## config.mk

```make
export PLATFORM = sky130hd
export DESIGN_NAME = dma_engine
export DESIGN_NICKNAME = d
export VERILOG_FILES = /design/src/rtl/dma_pkg.sv /design/src/rtl/dma_arbiter.sv /design/src/rtl/dma_channel.sv /design/src/rtl/dma_mover.sv /design/src/rtl/dma_engine.sv
export SDC_FILE = /design/constraint.sdc
export NUM_CORES = 1
export LEC_CHECK = 0
export BUFFER_PORTS_ARGS = -buffer_cell sky130_fd_sc_hd__buf_2
export CORE_UTILIZATION = 29
export DETAILED_ROUTE_END_ITERATION = 6
export PLACE_DENSITY_LB_ADDON = 0.12
export SYNTH_ARGS = -nofsm -noshare
export SYNTH_HDL_FRONTEND = slang
export SYNTH_SLANG_ARGS = --single-unit
export TNS_END_PERCENT = 1
```

## constraint.sdc

```tcl
create_clock -name clk -period 7 [get_ports clk]
set_clock_uncertainty 0.1 [all_clocks]
set_input_delay 1.05 -clock clk [delete_from_list [all_inputs] [get_ports clk]]
set_output_delay 1.05 -clock clk [all_outputs]
set_load 0.1 [all_outputs]
```

## src/rtl/dma_pkg.sv

```systemverilog
// Shared types and flag positions for the DMA engine.
// Assumes: no other package uses these names.
package dma_pkg;
    typedef enum logic [1:0] {MV_IDLE, MV_READ, MV_WRITE} mv_state_t;
    localparam int FLG_HT = 0;
    localparam int FLG_TC = 1;
    localparam int FLG_TE = 2;
    localparam int NFLG   = 3;
endpackage

```

## src/rtl/dma_arbiter.sv

```systemverilog
// Priority arbiter: grants the requesting channel with the largest priority,
// the lowest index winning ties. Purely combinational.
// Assumes: NCH >= 1; result used only while the mover is idle.
module dma_arbiter #(
    parameter int NCH = 4,
    parameter int PW  = 2
) (
    input  logic [NCH-1:0]    req,
    input  logic [NCH*PW-1:0] prio,
    output logic [NCH-1:0]    grant,
    output logic              any
);
    // Scan upward; a strictly larger priority replaces the current pick.
    always_comb begin
        logic [PW-1:0] best_p;
        grant  = '0;
        any    = 1'b0;
        best_p = '0;
        for (int i = 0; i < NCH; i++) begin
            if (req[i] && (!any || prio[i*PW +: PW] > best_p)) begin
                grant  = '0;
                grant[i] = 1'b1;
                best_p = prio[i*PW +: PW];
                any    = 1'b1;
            end
        end
    end
endmodule

```

## src/rtl/dma_channel.sv

```systemverilog
// One DMA channel: latches its configuration on arm, forms its request,
// steps addresses and count per finished item, keeps sticky event flags.
// Assumes: arm never coincides with done or err_hit for this channel.
module dma_channel
    import dma_pkg::*;
#(
    parameter int AW = 8,
    parameter int CW = 8,
    parameter int PW = 2
) (
    input  logic            clk,
    input  logic            rst_n,
    input  logic            arm,
    input  logic            circ,
    input  logic            m2m,
    input  logic            sinc,
    input  logic            dinc,
    input  logic [PW-1:0]   prio,
    input  logic [AW-1:0]   src,
    input  logic [AW-1:0]   dst,
    input  logic [CW-1:0]   cnt,
    input  logic [NFLG-1:0] ie,
    input  logic            hw_req,
    input  logic            sw_trig,
    input  logic [NFLG-1:0] clr,
    input  logic            grant,
    input  logic            done,
    input  logic            err_hit,
    output logic            req,
    output logic            active,
    output logic [PW-1:0]   prio_q,
    output logic [AW-1:0]   src_q,
    output logic [AW-1:0]   dst_q,
    output logic [NFLG-1:0] flags,
    output logic            irq
);
    logic [AW-1:0] src_b, dst_b;
    logic [CW-1:0] cnt_ld, rem_q, rem_nx;
    logic          circ_q, m2m_q, sinc_q, dinc_q, pend_q;
    logic          half_hit;
    logic [NFLG-1:0] set_v;

    assign rem_nx   = rem_q - CW'(1);
    assign half_hit = (cnt_ld > CW'(1)) && (rem_nx == cnt_ld - (cnt_ld >> 1));
    assign req      = active && (m2m_q || hw_req || pend_q);
    assign irq      = |(flags & ie);

    always_comb begin
        set_v = '0;
        set_v[FLG_HT] = done && half_hit;
        set_v[FLG_TC] = done && (rem_nx == '0);
        set_v[FLG_TE] = err_hit;
    end

    // Configuration latch, request pending bit, address and count progress.
    always_ff @(posedge clk) begin
        if (!rst_n) begin
            active <= 1'b0; pend_q <= 1'b0;
            circ_q <= 1'b0; m2m_q <= 1'b0; sinc_q <= 1'b0; dinc_q <= 1'b0;
            prio_q <= '0; src_b <= '0; dst_b <= '0; src_q <= '0; dst_q <= '0;
            cnt_ld <= '0; rem_q <= '0;
        end else if (arm) begin
            active <= (cnt != '0); pend_q <= 1'b0;
            circ_q <= circ; m2m_q <= m2m; sinc_q <= sinc; dinc_q <= dinc;
            prio_q <= prio; src_b <= src; dst_b <= dst; src_q <= src; dst_q <= dst;
            cnt_ld <= cnt; rem_q <= cnt;
        end else begin
            pend_q <= (pend_q && !grant) || (sw_trig && active);
            if (err_hit) begin
                active <= 1'b0;
            end else if (done) begin
                if (rem_nx == '0) begin
                    if (circ_q) begin
                        src_q <= src_b; dst_q <= dst_b; rem_q <= cnt_ld;
                    end else begin
                        active <= 1'b0; rem_q <= rem_nx;
                    end
                end else begin
                    src_q <= src_q + AW'(sinc_q);
                    dst_q <= dst_q + AW'(dinc_q);
                    rem_q <= rem_nx;
                end
            end
        end
    end

    // Sticky flags: set has precedence over write-1 clear.
    always_ff @(posedge clk) begin
        if (!rst_n) flags <= '0;
        else        flags <= (flags & ~clr) | set_v;
    end


    stop_chk: assert property (@(posedge clk) disable iff (!rst_n)
        (done && !circ_q && rem_q == CW'(1)) |=> !active);

    circ_run_chk: assert property (@(posedge clk) disable iff (!rst_n)
        (done && circ_q && rem_q == CW'(1)) |=> (active && rem_q == cnt_ld));

    err_stop_chk: assert property (@(posedge clk) disable iff (!rst_n)
        err_hit |=> (!active && flags[FLG_TE]));

    idle_hold_chk: assert property (@(posedge clk) disable iff (!rst_n)
        (!active && !arm) |=> !active);
endmodule

```

## src/rtl/dma_mover.sv

```systemverilog
// Single-item mover: takes a grant, reads the source word, writes it to the
// destination, then reports done or error for the selected channel.
// Assumes: memory answers with one-cycle ack or err, never both, only while req.
module dma_mover
    import dma_pkg::*;
#(
    parameter int NCH = 4,
    parameter int AW  = 8,
    parameter int DW  = 16
) (
    input  logic           clk,
    input  logic           rst_n,
    input  logic           any_req,
    input  logic [NCH-1:0] grant,
    input  logic [AW-1:0]  rd_addr,
    input  logic [AW-1:0]  wr_addr,
    output logic [NCH-1:0] cur,
    output logic           take,
    output logic           done,
    output logic           err,
    output logic           mem_req,
    output logic           mem_we,
    output logic [AW-1:0]  mem_addr,
    output logic [DW-1:0]  mem_wdata,
    input  logic [DW-1:0]  mem_rdata,
    input  logic           mem_ack,
    input  logic           mem_err
);
    mv_state_t     st;
    logic [DW-1:0] data_q;

    assign take      = (st == MV_IDLE) && any_req;
    assign done      = (st == MV_WRITE) && mem_ack && !mem_err;
    assign err       = (st != MV_IDLE) && mem_err;
    assign mem_req   = (st != MV_IDLE);
    assign mem_we    = (st == MV_WRITE);
    assign mem_addr  = (st == MV_WRITE) ? wr_addr : rd_addr;
    assign mem_wdata = data_q;

    // Phase sequencing and capture of the read word.
    always_ff @(posedge clk) begin
        if (!rst_n) begin
            st <= MV_IDLE; cur <= '0; data_q <= '0;
        end else begin
            case (st)
                MV_IDLE:  if (any_req) begin st <= MV_READ; cur <= grant; end
                MV_READ:  if (mem_err) st <= MV_IDLE;
                          else if (mem_ack) begin data_q <= mem_rdata; st <= MV_WRITE; end
                MV_WRITE: if (mem_err || mem_ack) st <= MV_IDLE;
                default:  st <= MV_IDLE;
            endcase
        end
    end


    hold_chk: assert property (@(posedge clk) disable iff (!rst_n)
        (mem_req && !mem_ack && !mem_err) |=> (mem_req && $stable(mem_addr) && $stable(mem_we)));

    wr_after_rd_chk: assert property (@(posedge clk) disable iff (!rst_n)
        (mem_req && mem_we && !$past(mem_we)) |-> $past(mem_ack));
endmodule

```

## src/rtl/dma_engine.sv

```systemverilog
// Top of the DMA engine: NCH channels, a priority arbiter and one mover
// sharing a single memory request port.
// Assumes: flattened per-channel configuration vectors, channel i at slice i.
module dma_engine
    import dma_pkg::*;
#(
    parameter int NCH = 4,
    parameter int AW  = 8,
    parameter int DW  = 16,
    parameter int CW  = 8,
    parameter int PW  = 2
) (
    input  logic              clk,
    input  logic              rst_n,
    input  logic [NCH-1:0]    cfg_arm,
    input  logic [NCH-1:0]    cfg_circ,
    input  logic [NCH-1:0]    cfg_m2m,
    input  logic [NCH-1:0]    cfg_sinc,
    input  logic [NCH-1:0]    cfg_dinc,
    input  logic [NCH*PW-1:0] cfg_prio,
    input  logic [NCH*AW-1:0] cfg_src,
    input  logic [NCH*AW-1:0] cfg_dst,
    input  logic [NCH*CW-1:0] cfg_cnt,
    input  logic [NCH*3-1:0]  cfg_ie,
    input  logic [NCH-1:0]    hw_req,
    input  logic [NCH-1:0]    sw_trig,
    input  logic [NCH*3-1:0]  flag_clr,
    output logic [NCH-1:0]    ch_active,
    output logic [NCH-1:0]    flag_ht,
    output logic [NCH-1:0]    flag_tc,
    output logic [NCH-1:0]    flag_te,
    output logic [NCH-1:0]    irq,
    output logic              mem_req,
    output logic              mem_we,
    output logic [AW-1:0]     mem_addr,
    output logic [DW-1:0]     mem_wdata,
    input  logic [DW-1:0]     mem_rdata,
    input  logic              mem_ack,
    input  logic              mem_err
);
    logic [NCH-1:0]    ch_req, grant, cur;
    logic [NCH*PW-1:0] prio_all;
    logic [NCH*AW-1:0] src_all, dst_all;
    logic              any_req, take, done, err;
    logic [AW-1:0]     rd_addr, wr_addr;
    logic [PW-1:0]     win_prio;

    dma_arbiter #(.NCH(NCH), .PW(PW)) u_arb (
        .req(ch_req), .prio(prio_all), .grant(grant), .any(any_req));

    dma_mover #(.NCH(NCH), .AW(AW), .DW(DW)) u_mv (
        .clk(clk), .rst_n(rst_n), .any_req(any_req), .grant(grant),
        .rd_addr(rd_addr), .wr_addr(wr_addr), .cur(cur), .take(take),
        .done(done), .err(err), .mem_req(mem_req), .mem_we(mem_we),
        .mem_addr(mem_addr), .mem_wdata(mem_wdata), .mem_rdata(mem_rdata),
        .mem_ack(mem_ack), .mem_err(mem_err));

    for (genvar i = 0; i < NCH; i++) begin : g_ch
        logic [NFLG-1:0] fl;
        dma_channel #(.AW(AW), .CW(CW), .PW(PW)) u_ch (
            .clk(clk), .rst_n(rst_n), .arm(cfg_arm[i]), .circ(cfg_circ[i]),
            .m2m(cfg_m2m[i]), .sinc(cfg_sinc[i]), .dinc(cfg_dinc[i]),
            .prio(cfg_prio[i*PW +: PW]), .src(cfg_src[i*AW +: AW]),
            .dst(cfg_dst[i*AW +: AW]), .cnt(cfg_cnt[i*CW +: CW]),
            .ie(cfg_ie[i*NFLG +: NFLG]), .hw_req(hw_req[i]), .sw_trig(sw_trig[i]),
            .clr(flag_clr[i*NFLG +: NFLG]), .grant(grant[i] && take),
            .done(cur[i] && done), .err_hit(cur[i] && err),
            .req(ch_req[i]), .active(ch_active[i]), .prio_q(prio_all[i*PW +: PW]),
            .src_q(src_all[i*AW +: AW]), .dst_q(dst_all[i*AW +: AW]),
            .flags(fl), .irq(irq[i]));
        assign flag_ht[i] = fl[FLG_HT];
        assign flag_tc[i] = fl[FLG_TC];
        assign flag_te[i] = fl[FLG_TE];
    end

    // Select the addresses and priority of the channel in service or granted.
    always_comb begin
        rd_addr = '0; wr_addr = '0; win_prio = '0;
        for (int i = 0; i < NCH; i++) begin
            if (cur[i]) begin
                rd_addr |= src_all[i*AW +: AW];
                wr_addr |= dst_all[i*AW +: AW];
            end
            if (grant[i]) win_prio |= prio_all[i*PW +: PW];
        end
    end


    grant_valid_chk: assert property (@(posedge clk) disable iff (!rst_n)
        take |-> ($onehot(grant) && |(grant & ch_req)));
    for (genvar j = 0; j < NCH; j++) begin : g_pchk

        prio_win_chk: assert property (@(posedge clk) disable iff (!rst_n)
            (take && ch_req[j]) |-> (win_prio >= prio_all[j*PW +: PW]));
    end
endmodule

```

# --- Word level (Yosys, flattened, before mapping) ---
# Cells that the tools add are included.
totals:
  register_bits: 258
  in_bits: 176
  word_cells: 344
op_classes:
  add_sub_neg: 16
  magnitude_cmp: 7
  n_eq_ne: 21
  mux: 105
  n_bitwise: 24
  n_reduce_logical: 112
ops:
  columns: ["op", "n"]
  rows:
  - ["$mux W8", 69]
  - ["$add A8 B1 Y8", 8]
  - ["$or A8 B8 Y8", 6]
  - ["$logic_and A1 B1 Y1", 43]
  - ["$eq A8 B8 Y1", 4]
  - ["$gt A8 B1 Y1 const B", 4]
  - ["$logic_not A8 Y1", 4]
  - ["$reduce_bool A8 Y1", 4]
  - ["$sub A8 B1 Y8 const B", 4]
  - ["$sub A8 B7 Y8", 4]
  - ["$reduce_and A3 Y1", 10]
  - ["$mux W1", 25]
  - ["$and A3 B3 Y3", 8]
  - ["$ne A3 B2 Y1 const B", 8]
  - ["$reduce_bool A3 Y1", 8]
  - ["$logic_or A1 B1 Y1", 16]
  - ["$mux W2", 7]
  - ["$mux W4", 3]
  - ["$not A3 Y3", 4]
  - ["$or A3 B3 Y3", 4]
  - ["$reduce_or A3 Y1", 4]
  - ["$reduce_and A2 Y1", 5]
  - ["$reduce_bool A2 Y1", 5]
  - ["$logic_not A1 Y1", 8]
  - ["other kinds (10)", 20]

# --- Longest topological paths before layout ---
logic_depth:
  ltp_word: 21
  depth_mapped: 21
  depth_no_buf: 21

# --- Cells and area by module ---
# A second synthesis with hierarchy kept.
unflattened:
  hier_cells: 1833
  area_unflattened_um2: 15786.4
modules_own_cells:
  columns: ["module", "n_inst", "cells_each", "area_per_inst_um2", "seq_area_each_um2"]
  rows:
  - ["dma_channel (g_ch[0].u_ch ...)", 3, 402, 3459.6, 1181.1]
  - ["dma_channel (g_ch[3].u_ch)", 1, 411, 3575.9, 1181.1]
  - ["dma_mover", 1, 112, 1042.2, 440.4]
  - ["dma_engine", 1, 68, 521.8, 0.0]
  - ["dma_arbiter", 1, 36, 267.8, 0.0]

# --- Worst setup path after synthesis ---
# No wires, ideal clock.
synth_timing:
  kind: "in2reg"
  start: "input port hw_req[0]"
  end: "register g_ch[0].u_ch.pend_q"
  setup_time_ps: 131
  arrival_ps: 4953
  required_ps: 6769
  slack_ps: 1816
  stages: 19
  cell_sequence: "o31a_1 and2_1 ha_1 nand2_1 o21ai_0 a21oi_1 mux2_2 ha_1 nand2_1 o21ai_0 a21oi_1 mux2_2 ha_1 nor2b_1 o21ai_0 a21boi_0 or4_1 a22oi_1 nor3_1"
synth_between:
  elab_chain_cells: 21
synth_rtl:
  columns: ["item", "line_no", "rtl"]
  rows:
  - ["start, declared", "dma_engine.sv:25", "input logic [NCH-1:0] hw_req,"]
  - ["$logic_or A1 B1 Y1 (*) (2 in series)", "dma_channel.sv:45", "assign req = active && (m2m_q || hw_req || pend_q);"]
  - ["$logic_and A1 B1 Y1 (*)", "dma_channel.sv:45", null]
  - ["$mux W2 / $mux W1 (equally long branches)", "dma_arbiter.sv:20", "if (req[i] && (!any || prio[i*PW +: PW] > best_p)) begin"]
  - ["$gt A2 B2 Y1 / $logic_not A1 Y1 (equally long branches)", "dma_arbiter.sv:20", null]
  - ["$logic_or A1 B1 Y1", "dma_arbiter.sv:20", null]
  - ["$logic_and A1 B1 Y1", "dma_arbiter.sv:20", null]
  - ["$mux W2 / $mux W1 (equally long branches)", "dma_arbiter.sv:20", null]
  - ["$gt A2 B2 Y1 / $logic_not A1 Y1 (equally long branches)", "dma_arbiter.sv:20", null]
  - ["(+4 left out)", null, null]
  - ["$logic_or A1 B1 Y1", "dma_arbiter.sv:20", null]
  - ["$logic_and A1 B1 Y1", "dma_arbiter.sv:20", null]
  - ["$mux W1", "dma_arbiter.sv:20", null]
  - ["$logic_and A1 B1 Y1", "dma_mover.sv:32", "assign take = (st == MV_IDLE) && any_req;"]
  - ["$logic_and A1 B1 Y1 (*)", "dma_engine.sv:66", ".clr(flag_clr[i*NFLG +: NFLG]), .grant(grant[i] && take),"]
  - ["$logic_not A1 Y1 (*)", "dma_channel.sv:68", "pend_q <= (pend_q && !grant) || (sw_trig && active);"]
  - ["$logic_and A1 B1 Y1 (*)", "dma_channel.sv:68", null]
  - ["$logic_or A1 B1 Y1 (*)", "dma_channel.sv:68", null]
  - ["end signal, assigned", "dma_channel.sv:68", null]
  - ["end, declared", "dma_channel.sv:39", "logic circ_q, m2m_q, sinc_q, dinc_q, pend_q;"]
# Mark *: on every way between the ends. The rest lies on a longest branch, timed or not.
# A chain may end at the register's enable or synchronous reset.

# --- Worst setup path after layout ---
# Same ends and word-level chain as after synthesis.

==> results by group <==
Synthesis
  • Top_reg_cell synth: dfxtp_1
  • Cell area after synthesis: 15,500 µm²
  • Post-Syn Nets: 2,148
  • Synthesized area per cell: 8.21 µm²
  • Number of flops mapped to enable cells by yosys: 0
  • Register area share after synthesis: 0.334
  • Register bit total from synthesis: roughly 260
  • Cells after Synth: 1,886
  • Netlist cell types: 83
  • FFs w/ async S/R, synth: 0
  • Synthesis warning total: 0

Cells and area
  • Non-Filler Instances: ~2,700
  • Final Cell Area: about 18,000 µm²
  • Layout cells sized above 1: 0.157
  • Nets: approximately 2,300
  • Layout area overhead: 16.8%
  • Filler instances: 5,559

CTS
  • # resized after CTS: 0
  • H-tree depth: 2
  • Clock slew at reported path FFs: 0.05 ns
  • CTS tree: yes
  • Clk root buf: clkbuf_16
  • Post-CTS Hold Buffers: 0
  • Maximum buffer depth of the clock tree: 3
  • TritonCTS buffer count: 34
  • # Post-CTS Setup Buffers: 0
  • CTS sink cnt: 258
  • Worst-skew pair later-pin latency: 0.55 ns

Routing
  • Drt via density: 5.25
  • Drt wl/cell: 19.7 µm
  • Final wirelength: 54.1 mm
  • DR vias: roughly 14,000
  • DRT Pass-1 Iters: 5
  • Final ANT Viol Nets: 0
  • Initial DRC Count: 968
  • DRC violations left: 0

STA
  • RSZ-0062 raised after global routing: false
  • Min Tclk post-route: 5.17 ns
  • Max Slew Vio Count: 0
  • Worst slew pin tran: 1.12 ns
  • Slew headroom: 0.248
  • Setup ws final: 1.83 ns
  • Hold Fails Final Rpt: 0
  • Fin crit share: 0.739
  • Setup tns final: 0 ns
  • Fmax: 193 MHz
  • Endpoints failing setup: 0

Setup path
  • R2R Path End: g_ch[0].u_ch.pend_q
  • CP Launch Type: input port
  • CP Class: in2reg
  • FF-to-FF Start: g_ch[0].u_ch.m2m_q
  • Worst Reg-to-Reg Cells: 19
  • Required @ worst endpoint: 7.29 ns
  • Crit path max fanout: 6
  • R2r setup slk: 2.11 ns
  • Setup crit end kind: flop
  • Crit path arrival time: 5.46 ns

Power and ir drop
  • P_leak: 7.38 nW
  • Maximum vdd ir drop: 126 µV
  • Pwr Density: 233 nW/µm²
  • Total chip power: around 4.2 mW

Floorplanning
  • Chip width: 233 µm
  • Top Ports: 222
  • Row count: 84
  • DIE AREA: around 54,000 µm²
  • Die Height: 233 µm
  • Core area: 52,700 µm²
  • Initial Util: 0.294

GRT
  • Total gr overflow: 0
  • Vias in the first global route: ~14,000
  • First-pass GRT wire length: 83.0 mm
  • Total GRT Usage: 0.198
  • Largest net degree at the start of global routing: a little under 70
  • Initial antenna violation count: 3

Place
  • Placement Cell Area: about 17,000 µm²
  • Post-DP HPWL: 39.0 mm
  • Pre-CTS setup slack: roughly 1.3 ns
  • Post-Place Cells: 2,685
  • GPL Wtd Cong: 0.843
  • Buffers on Ports: ~220

Worst hold path
  • Worst hold stages: 2
  • Hold crit path type: reg2reg
  • Worst hold start: u_mv.mem_wdata[7]
  • Endpoint, Worst Hold: u_mv.mem_wdata[7]

Flow run
  • MaxCap Viol Count: 0

Outcome
  • Status: finished, final reports clean
## layout make-up
type	count	area (µm²)	area share
timing repair buffer	240	1250	0.0692
tap	688	861	0.0476
inverter	66	253	0.0140
antenna	1	2.50	0.000138
multi-input combinational	1433	9470	0.523
clock buffer	51	1020	0.0562
sequential	258	5160	0.286
clock inverter	8	71.3	0.00394
## where the power goes
part           internal, mW  switching [mW]
sequential             1.56           0.116
combinational         0.321           0.493
clock                  1.04           0.699
total                  2.91            1.31
## how the worst max path moves through the flow
stage              start                  end  slack, ns  cells past startpoint
2_1_floorplan  hw_req[0]  g_ch[0].u_ch.pend_q       1.82                     19
3_3_place_gp   hw_req[0]  g_ch[0].u_ch.pend_q       1.36                     20
3_5_place_dp   hw_req[0]  g_ch[0].u_ch.pend_q       1.35                     20
4_1_cts        hw_req[0]  g_ch[0].u_ch.pend_q       1.89                     20
5_1_grt        hw_req[0]  g_ch[0].u_ch.pend_q       1.54                     20
6_report       hw_req[0]  g_ch[0].u_ch.pend_q       1.83                     20
## through the flow
step	hold WS (ns)	utilization
floorplan	0.344	-
global placement	0.344	0.323
detailed placement	0.345	0.323
CTS	0.352	0.343
global route	0.376	0.343
finish	0.349	0.343
## synth_stat cells (6+ instances only)
cell / number / share of area
a211oi_1: 16 / 0.0078
a21oi_1: 102 / 0.033
a22oi_1: 36 / 0.017
a31o_2: 6 / 0.0034
a31oi_1: 66 / 0.027
a32o_1: 11 / 0.0071
a41o_1: 12 / 0.0078
and2_1: 14 / 0.0057
and3_1: 20 / 0.0081
buf_1: 11 / 0.0027
buf_2: 15 / 0.0048
buf_4: 11 / 0.0053
buf_6: 7 / 0.0051
clkbuf_1: 84 / 0.020
dfxtp_1: 258 / 0.33
ha_1: 82 / 0.066
inv_1: 64 / 0.016
mux2i_1: 71 / 0.046
nand2_1: 203 / 0.049
nand2b_1: 25 / 0.010
nand3_1: 84 / 0.027
nand3b_1: 7 / 0.0034
nand4_1: 16 / 0.0065
nor2_1: 140 / 0.034
nor2b_1: 29 / 0.012
nor3_1: 19 / 0.0061
nor4_1: 11 / 0.0044
o211ai_1: 47 / 0.023
o21ai_0: 129 / 0.042
o21ai_1: 27 / 0.0087
o21bai_1: 9 / 0.0044
o31ai_1: 14 / 0.0068
or3_1: 16 / 0.0065
or4_1: 8 / 0.0039
xnor2_1: 67 / 0.038
xor2_1: 48 / 0.027
## worst max-delay path: stages
cell	delay, ns
buf_2	0.10
o31a_1	0.32
and2_1	0.20
ha_1	0.27
nand2_1	0.05
o21ai_0	0.09
a21oi_1	0.34
mux2_2	0.39
ha_1	0.27
nand2_1	0.06
o21ai_0	0.08
a21oi_1	0.36
mux2_2	0.39
ha_1	0.28
nor2b_1	0.13
o21ai_0	0.13
a21boi_0	0.18
or4_1	0.55
a22oi_1	0.16
nor3_1	0.06
## state kept, by name, summed over array words and instances (netlist names), 12 cells and up
signal and flops:
g_ch.u_ch.rem_q 32, g_ch.u_ch.flags 12, g_ch.u_ch.cnt_ld 32, g_ch.u_ch.dst_b 32
g_ch.u_ch.src_q 32, g_ch.u_ch.src_b 32, u_mv.mem_wdata 16, g_ch.u_ch.dst_q 32
## kinds of logic (layout without fill, tap and decap cells)
family | count (synthesis) | after routing | share of synthesized area
AND/OR/NAND/NOR | 617 | 617 | 0.193
AO/OA/AOI/OAI | 536 | 536 | 0.227
flip-flops | 258 | 258 | 0.334
buffers and inverters | 195 | 365 | 0.0548
XOR/XNOR | 119 | 119 | 0.0709
adder cells (fa/ha/maj) | 86 | 86 | 0.0715
multiplexers | 75 | 75 | 0.0488
other | 0 | 1 | 0
## layer usage
layer  global-route usage  part of all wire  vias up
li1                     -                 -     7102
met1                0.269              0.47     6834
met2                0.316              0.45      388
met3               0.0347             0.051       83
met4               0.0615             0.027        4
met5                    0           0.00041        -
## layout by cell type (no fill, tap or decap), drive strengths merged, types with 6 or more instances in the layout
cell    synthesis  final
dfxtp         258    258
inv            65     66
buf            44    240
nor4           13     13
nand2         204    204
nand4          16     16
and3           20     20
a22oi          36     36
a31o            6      6
xor2           48     48
clkinv          1      6
mux2i          71     71
a21oi         102    102
o21bai          9      9
ha             82     82
or3            16     16
o211ai         47     47
o21ai         157    157
nand3b          7      7
nor2b          29     29
clkbuf         85     51
nand3          85     85
o31ai          14     14
a41o           12     12
xnor2          67     67
nor3           20     20
a32o           11     11
nor2          141    141
a31oi          66     66
or4            10     10
nand2b         25     25
and2           15     15
a211oi         18     18
Note: power is estimated with default switching activity, not from simulation.
